`config.mk`:
```
export PLATFORM = sky130hd
export DESIGN_NAME = phase_stream_pump
export DESIGN_NICKNAME = d
export VERILOG_FILES = /design/src/rtl/pump_pkg.sv /design/src/rtl/toggle_requester.sv /design/src/rtl/group_holder.sv /design/src/rtl/phase_stream_pump.sv
export SDC_FILE = /design/constraint.sdc
export NUM_CORES = 1
export LEC_CHECK = 0
export ABC_CLOCK_PERIOD_IN_PS = 1700
export BUFFER_PORTS_ARGS = -buffer_cell sky130_fd_sc_hd__buf_2
export CAP_MARGIN = 20
export CORE_ASPECT_RATIO = 1.25
export CORE_MARGIN = 10
export CORE_UTILIZATION = 47
export DETAILED_ROUTE_END_ITERATION = 16
export PLACE_DENSITY = 0.76
export SLEW_MARGIN = 40
export SYNTH_ARGS = -nofsm -noshare
export SYNTH_HDL_FRONTEND = slang
export SYNTH_SLANG_ARGS = --single-unit
```
`constraint.sdc`:
```
create_clock -name clk -period 1.7 [get_ports clk]
set_clock_uncertainty 0.15 [all_clocks]
set_input_delay 0.34 -clock clk [delete_from_list [all_inputs] [get_ports clk]]
set_output_delay 0.34 -clock clk [all_outputs]
set_load 0.02 [all_outputs]
```
`src/rtl/pump_pkg.sv`:
```
// Shared state encodings for the phase-toggle stream pump.
package pump_pkg;

    // Per-side request progress: idle, waiting for ready to fall, waiting for ready to rise.
    typedef enum logic [1:0] {
        HS_IDLE      = 2'd0,
        HS_WAIT_LOW  = 2'd1,
        HS_WAIT_HIGH = 2'd2
    } hs_state_t;

    // Top-level pump sequence.
    typedef enum logic [1:0] {
        PF_FETCH   = 2'd0,
        PF_RD_WAIT = 2'd1,
        PF_PUT     = 2'd2,
        PF_WR_WAIT = 2'd3
    } pump_state_t;

endpackage

```
`src/rtl/toggle_requester.sv`:
```
// toggle_requester
// Issues one request toward a neighbour by inverting `phase`, then tracks
// the neighbour's ready line until the request is finished.
// Assumes the neighbour lowers ready to acknowledge the inversion and
// raises it on completion. A ready that is already high when the request
// starts is ignored until it has been seen low at least once.
// `start` is honoured only while idle. `done` is a one-cycle combinational
// pulse during the cycle in which the completing ready is sampled.
module toggle_requester
    import pump_pkg::*;
(
    input  logic clk,
    input  logic rst_n,
    input  logic start,
    input  logic ready,
    output logic phase,
    output logic busy,
    output logic done
);

    hs_state_t state;

    // Request sequencing: invert phase on start, then wait for ready low followed by ready high.
    always_ff @(posedge clk) begin
        if (!rst_n) begin
            state <= HS_IDLE;
            phase <= 1'b0;
        end else begin
            unique case (state)
                HS_IDLE: begin
                    if (start) begin
                        phase <= ~phase;
                        state <= HS_WAIT_LOW;
                    end
                end
                HS_WAIT_LOW: begin
                    if (!ready) begin
                        state <= HS_WAIT_HIGH;
                    end
                end
                HS_WAIT_HIGH: begin
                    if (ready) begin
                        state <= HS_IDLE;
                    end
                end
                default: state <= HS_IDLE;
            endcase
        end
    end

    // Status decode for the pump sequencer.
    always_comb begin
        busy = (state != HS_IDLE);
        done = (state == HS_WAIT_HIGH) && ready;
    end

endmodule

```
`src/rtl/group_holder.sv`:
```
// group_holder
// Holds the single in-flight byte group between fetch and delivery.
// On `load` it stores the length, clamped to the word capacity, and the
// word with every lane at or above that length cleared. It also reports
// combinationally whether the incoming group is empty, so that the
// sequencer can drop it.
// Assumes LEN_W bits can represent DATA_BYTES.
module group_holder #(
    parameter int DATA_BYTES = 4,
    parameter int LEN_W      = 3
) (
    input  logic                    clk,
    input  logic                    rst_n,
    input  logic                    load,
    input  logic [DATA_BYTES*8-1:0] in_data,
    input  logic [LEN_W-1:0]        in_len,
    output logic                    in_empty,
    output logic [DATA_BYTES*8-1:0] out_data,
    output logic [LEN_W-1:0]        out_len
);

    localparam int DATA_W = DATA_BYTES * 8;
    localparam logic [LEN_W-1:0] MAX_LEN = LEN_W'(DATA_BYTES);

    logic [LEN_W-1:0]  eff_len;
    logic [DATA_W-1:0] masked;

    // Length clamp and empty-group detection.
    always_comb begin
        eff_len  = (in_len > MAX_LEN) ? MAX_LEN : in_len;
        in_empty = (in_len == '0);
    end

    // Per-lane masking: a lane is kept only if its index is below the length.
    for (genvar gi = 0; gi < DATA_BYTES; gi++) begin : g_lane
        assign masked[gi*8 +: 8] = (eff_len > LEN_W'(gi)) ? in_data[gi*8 +: 8] : 8'h00;
    end

    // Group register: capture on load, cleared by reset.
    always_ff @(posedge clk) begin
        if (!rst_n) begin
            out_data <= '0;
            out_len  <= '0;
        end else if (load) begin
            out_data <= masked;
            out_len  <= eff_len;
        end
    end

endmodule

```
`src/rtl/phase_stream_pump.sv`:
```
// phase_stream_pump
// Moves byte groups from a toggle/ready producer to a toggle/ready consumer
// with one group in flight. The sequence is: fetch, capture, deliver,
// wait for the consumer, then fetch again. Zero-length groups are dropped
// without a delivery.
// Assumes both neighbours lower ready to acknowledge a phase inversion
// and raise it to signal completion.
module phase_stream_pump
    import pump_pkg::*;
#(
    parameter int DATA_BYTES = 4,
    parameter int LEN_W      = 3
) (
    input  logic                    clk,
    input  logic                    rst_n,
    output logic                    src_phase,
    input  logic                    src_ready,
    input  logic [DATA_BYTES*8-1:0] src_data,
    input  logic [LEN_W-1:0]        src_len,
    output logic                    snk_phase,
    input  logic                    snk_ready,
    output logic [DATA_BYTES*8-1:0] snk_data,
    output logic [LEN_W-1:0]        snk_len
);

    pump_state_t state, state_nx;
    logic rd_start, rd_busy, rd_done;
    logic wr_start, wr_busy, wr_done;
    logic grp_load, grp_empty;

    // Producer-side request tracker.
    toggle_requester u_rd (
        .clk   (clk),
        .rst_n (rst_n),
        .start (rd_start),
        .ready (src_ready),
        .phase (src_phase),
        .busy  (rd_busy),
        .done  (rd_done)
    );

    // Consumer-side request tracker.
    toggle_requester u_wr (
        .clk   (clk),
        .rst_n (rst_n),
        .start (wr_start),
        .ready (snk_ready),
        .phase (snk_phase),
        .busy  (wr_busy),
        .done  (wr_done)
    );

    // The one-deep group register between the two sides.
    group_holder #(
        .DATA_BYTES (DATA_BYTES),
        .LEN_W      (LEN_W)
    ) u_hold (
        .clk      (clk),
        .rst_n    (rst_n),
        .load     (grp_load),
        .in_data  (src_data),
        .in_len   (src_len),
        .in_empty (grp_empty),
        .out_data (snk_data),
        .out_len  (snk_len)
    );

    // Sequencer next-state and strobes.
    always_comb begin
        state_nx = state;
        rd_start = 1'b0;
        wr_start = 1'b0;
        grp_load = 1'b0;
        unique case (state)
            PF_FETCH: begin
                rd_start = 1'b1;
                state_nx = PF_RD_WAIT;
            end
            PF_RD_WAIT: begin
                if (rd_done) begin
                    grp_load = 1'b1;
                    state_nx = grp_empty ? PF_FETCH : PF_PUT;
                end
            end
            PF_PUT: begin
                wr_start = 1'b1;
                state_nx = PF_WR_WAIT;
            end
            PF_WR_WAIT: begin
                if (wr_done) begin
                    state_nx = PF_FETCH;
                end
            end
            default: state_nx = PF_FETCH;
        endcase
    end

    // Sequencer state register.
    always_ff @(posedge clk) begin
        if (!rst_n) begin
            state <= PF_FETCH;
        end else begin
            state <= state_nx;
        end
    end

endmodule

```
# Yosys cells after proc, flatten, opt, wreduce, memory -nomap -nowiden
# Index checks and enable logic that the tools add are counted.
# totals
elab_cells	61
reg_bits	43
input_bits	39
out_inout_bits	37
# classes
n_reduce_logical	11
magnitude_cmp	5
bitwise	2
n_eq_ne	15
mux	21
# op_table
operator	n
two-way mux 8 bit	4
two-way mux 2 bit	9
inequality test 2 bit, second input constant	6
one-hot mux 2 bit (3 select lines)	2
== test 2 bit, second input constant	4
one-hot mux 2 bit (4 select lines)	1
== test 2 x 1 -> 1 bit, second input constant	3
> comparator 3 x 1 -> 1 bit, second input constant	2
> comparator 3 x 2 -> 1 bit, second input constant	2
logical NOT 2 bit	3
AND reduction 2 bit	3
AND reduction 3 bit	2
two-way mux 1 bit	4
inequality test 2 x 1 -> 1 bit, second input constant	2
> comparator 3 bit, second input constant	1
logical NOT 3 bit	1
two-way mux 3 bit	1
logical AND 1 bit	2
inverter 1 bit	2

# Longest topological paths before layout
# logic_depth
word_depth	4
ltp_mapped	5
mapped_depth_nobuf	3

# Modules after synthesis
# From an unflattened synthesis, not the netlist that was laid out.
# hier_totals
cells_unflattened	143
area_unflattened_um2	1677.9
# by_module_without_submodules
module	seq_area_each_um2	area_each_um2	instances	cells_per_inst
group_holder	700.7	1275.0	1	106
toggle_requester	60.1	147.6	2	13
phase_stream_pump	40.0	107.6	1	11

# Least setup slack after synthesis
# Ideal clock, no wire load.
# synth_timing
path_type	flip-flop to flip-flop
startpoint	register with a tool-made name
endpoint	register u_hold.out_data[24]
required_time_ns	1.478
arrival_ns	1.116
slack_ns	0.363
period_less_slack_ns	1.337
path_stages_with_launch	6
setup_time_ns	0.072
n_path_buf	2
path_cell_list	dfxtp_1 > nor2_2 > and4_4 > buf_6 > buf_12 > mux2i_1
# synth_lines
element	line	source
end signal, assigned	group_holder.sv:45	out_data <= masked;
end, declared	group_holder.sv:18	output logic [DATA_BYTES*8-1:0] out_data,

==> run metrics <==
global route total overflow 0; worst setup path end u_hold.out_data[26]; Peak Freq 721 MHz; VDD IR max 0.548 mV; setup TNS 0 ps; via count 1492; worst reg2reg path depth 3; Ports 76; FILL cells 351; CTS tree done; run status finished, final reports clean; CTS HTree Levels 2; vias in the first global route 1516; hold path depth 2; hold_buf cts 0; Setup crit start kind flop; Post-Syn Area 0.00181 mm2; CP cell instances nor2_2 > and4_4 > mux2i_1; IO buf count 75; final hold vios 0; Layout Area Growth over Synthesis 26.4%; pre-CTS WS 229 ps; Post-Syn Area per Cell 9.62 um2; Die Footprint 0.00674 mm2; drt drc 0; largest net degree at the start of global routing 26; pwr/cell area 855 mW/mm2; drt pass-1 iters 4; Pleak 1.18 nW; height of the die approximately 90 um; first-pass GRT wire length 6610 um; Initial Utilization 0.482; Vias/cell 4.97; GP Congestion 0.765; detailed-route wire length 4200 um; Inserted Clock Buffers 5; worst slew pin tran roughly 350 ps; clock-pin slew on the worst setup and hold paths approximately 80 ps; R2R setup slack 310 ps; worst setup path category reg2reg; clock root cell clkbuf_8; Critical Path RT 1770 ps; Setup WS post-layout roughly 310 ps; count of cell types in the netlist 29; Worst Setup End Kind flop; Detail Placement HPWL 3220 um; yosys warns 0; Antenna Nets Post-Route 0; initial antenna violation count 0; Hold WC Path Type in2reg; Row Count 25; max-cap violations 0; # diodes 0; top cell type's share of synthesized area 0.476; Final period util 0.816; most frequent cells in the layout buf_2, nand2_1, dfxtp_1, mux2i_1, nand3_1; Rel. slew slack 0.765; top post-synthesis cells by area dfxtp_1, mux2i_1, nand2_1, nand3_1, nor3b_1; clock latency on the worst-skew pair 280 ps; most common cell after layout, fill and taps aside buf_2; min-delay src snk_ready; CP Data Arrival Time approximately 1500 ps; #FFs+latches synth 43; CP top delay family simple AND/OR/NAND/NOR gates; Die X 75.5 um; clock sinks 43; max incr delay on CP approximately 400 ps; WP buf/inv 0; initial DRC count between 100 and 150; DP Area 0.00218 mm2; Yosys top cell by area dfxtp_1; Slowest cell on crit path and4_4; Setup Fix Bufs, Post-CTS 0; drt wl/cell 14.0 um; RSZ-0062 raised after global routing no; clock tree buffer depth 2; synthesized net count 227; worst r2r dst u_hold.out_data[26]; post-cts gate resize count 0; sequential area share after synthesis 0.476; Setup Viol. Count Final 0; critical path peak fanout 12; GRT Overall Usage 0.125; Post-Route Utilization 0.609; gate count after technology mapping 188; Design Area, Final around 0.0023 mm2; Slew Limit Fails 0; Final #Nets 299; min Tclk post-route 1390 ps; proportion of layout cells with a drive suffix above 1 0.342; CP Depth 3; Core ar. 0.00375 mm2
## through the flow
step	hold slack (ps)	total power (W)	cells
finish	100	0.00195	300
detailed placement	294	0.00123	293
floorplan	266	0.00116	188
global placement	290	0.00122	293
global route	97.6	0.00204	300
CTS	97.5	0.00198	300
## kinds of logic (layout without fill, tap and decap cells)
family,after synthesis,after routing,share of synthesized area
XOR/XNOR,4,4,0.0194
AO/OA/AOI/OAI,6,6,0.0242
multiplexers,35,35,0.194
AND/OR/NAND/NOR,86,86,0.235
buffers and inverters,14,86,0.0519
flip-flops,43,43,0.476
## layer usage
metal | track usage | part of all wire | vias to the layer above
li1 | - | - | 776
met1 | 0.122 | 0.37 | 663
met2 | 0.225 | 0.52 | 49
met3 | 0.0544 | 0.10 | 4
met4 | 0.0457 | 0.014 | 0
met5 | 0 | 0 | -
## layout make-up
class,count,area [um2],share of cell area
multi-input combinational,131,853,0.373
sequential,43,861,0.377
tap,40,50.0,0.0219
clock inverter,1,30.0,0.0131
clock buffer,6,72.6,0.0318
timing repair buffer,79,418,0.183
## synthesized netlist by cell type
cell type and n:
and2_1 2, xor2_1 2, a32o_1 1, dfxtp_1 43
nor3b_1 5, nor3_1 1, nand4_1 1, clkbuf_2 1
nand4_4 1, a21o_1 1, nand3b_1 2, o21a_1 1
nand2_1 52, o31a_1 1, buf_2 1, nor4b_2 1
nor4_1 1, nor2_2 1, and4_4 1, a21oi_1 2
nand3_1 16, nor2b_1 1, buf_1 2, clkbuf_1 6
buf_6 3, mux2i_1 35, buf_12 1, and3_1 1
xnor2_1 2
## power by group
part           internal (W)  switching (W)
combinational     0.0000767      0.0000911
sequential          0.00102      0.0000138
clock              0.000431       0.000320
## worst min path at each step
stage	to	slack, ps
2_1_floorplan	u_wr.state[1]	270
3_3_place_gp	u_hold.out_data[24]	290
3_5_place_dp	u_hold.out_data[29]	290
4_1_cts	u_wr.state[1]	100
5_1_grt	u_wr.state[1]	100
6_report	u_wr.state[1]	100
## state kept, by name, summed over array words and instances, names as in the netlist, named ones only
| register | count |
|---|---|
| u_wr.state | 2 |
| u_hold.out_len | 3 |
| state | 1 |
| u_hold.out_data | 32 |
| u_wr.phase | 1 |
| u_rd.phase | 1 |
| u_rd.state | 2 |
(Power assumes the default switching activity.)
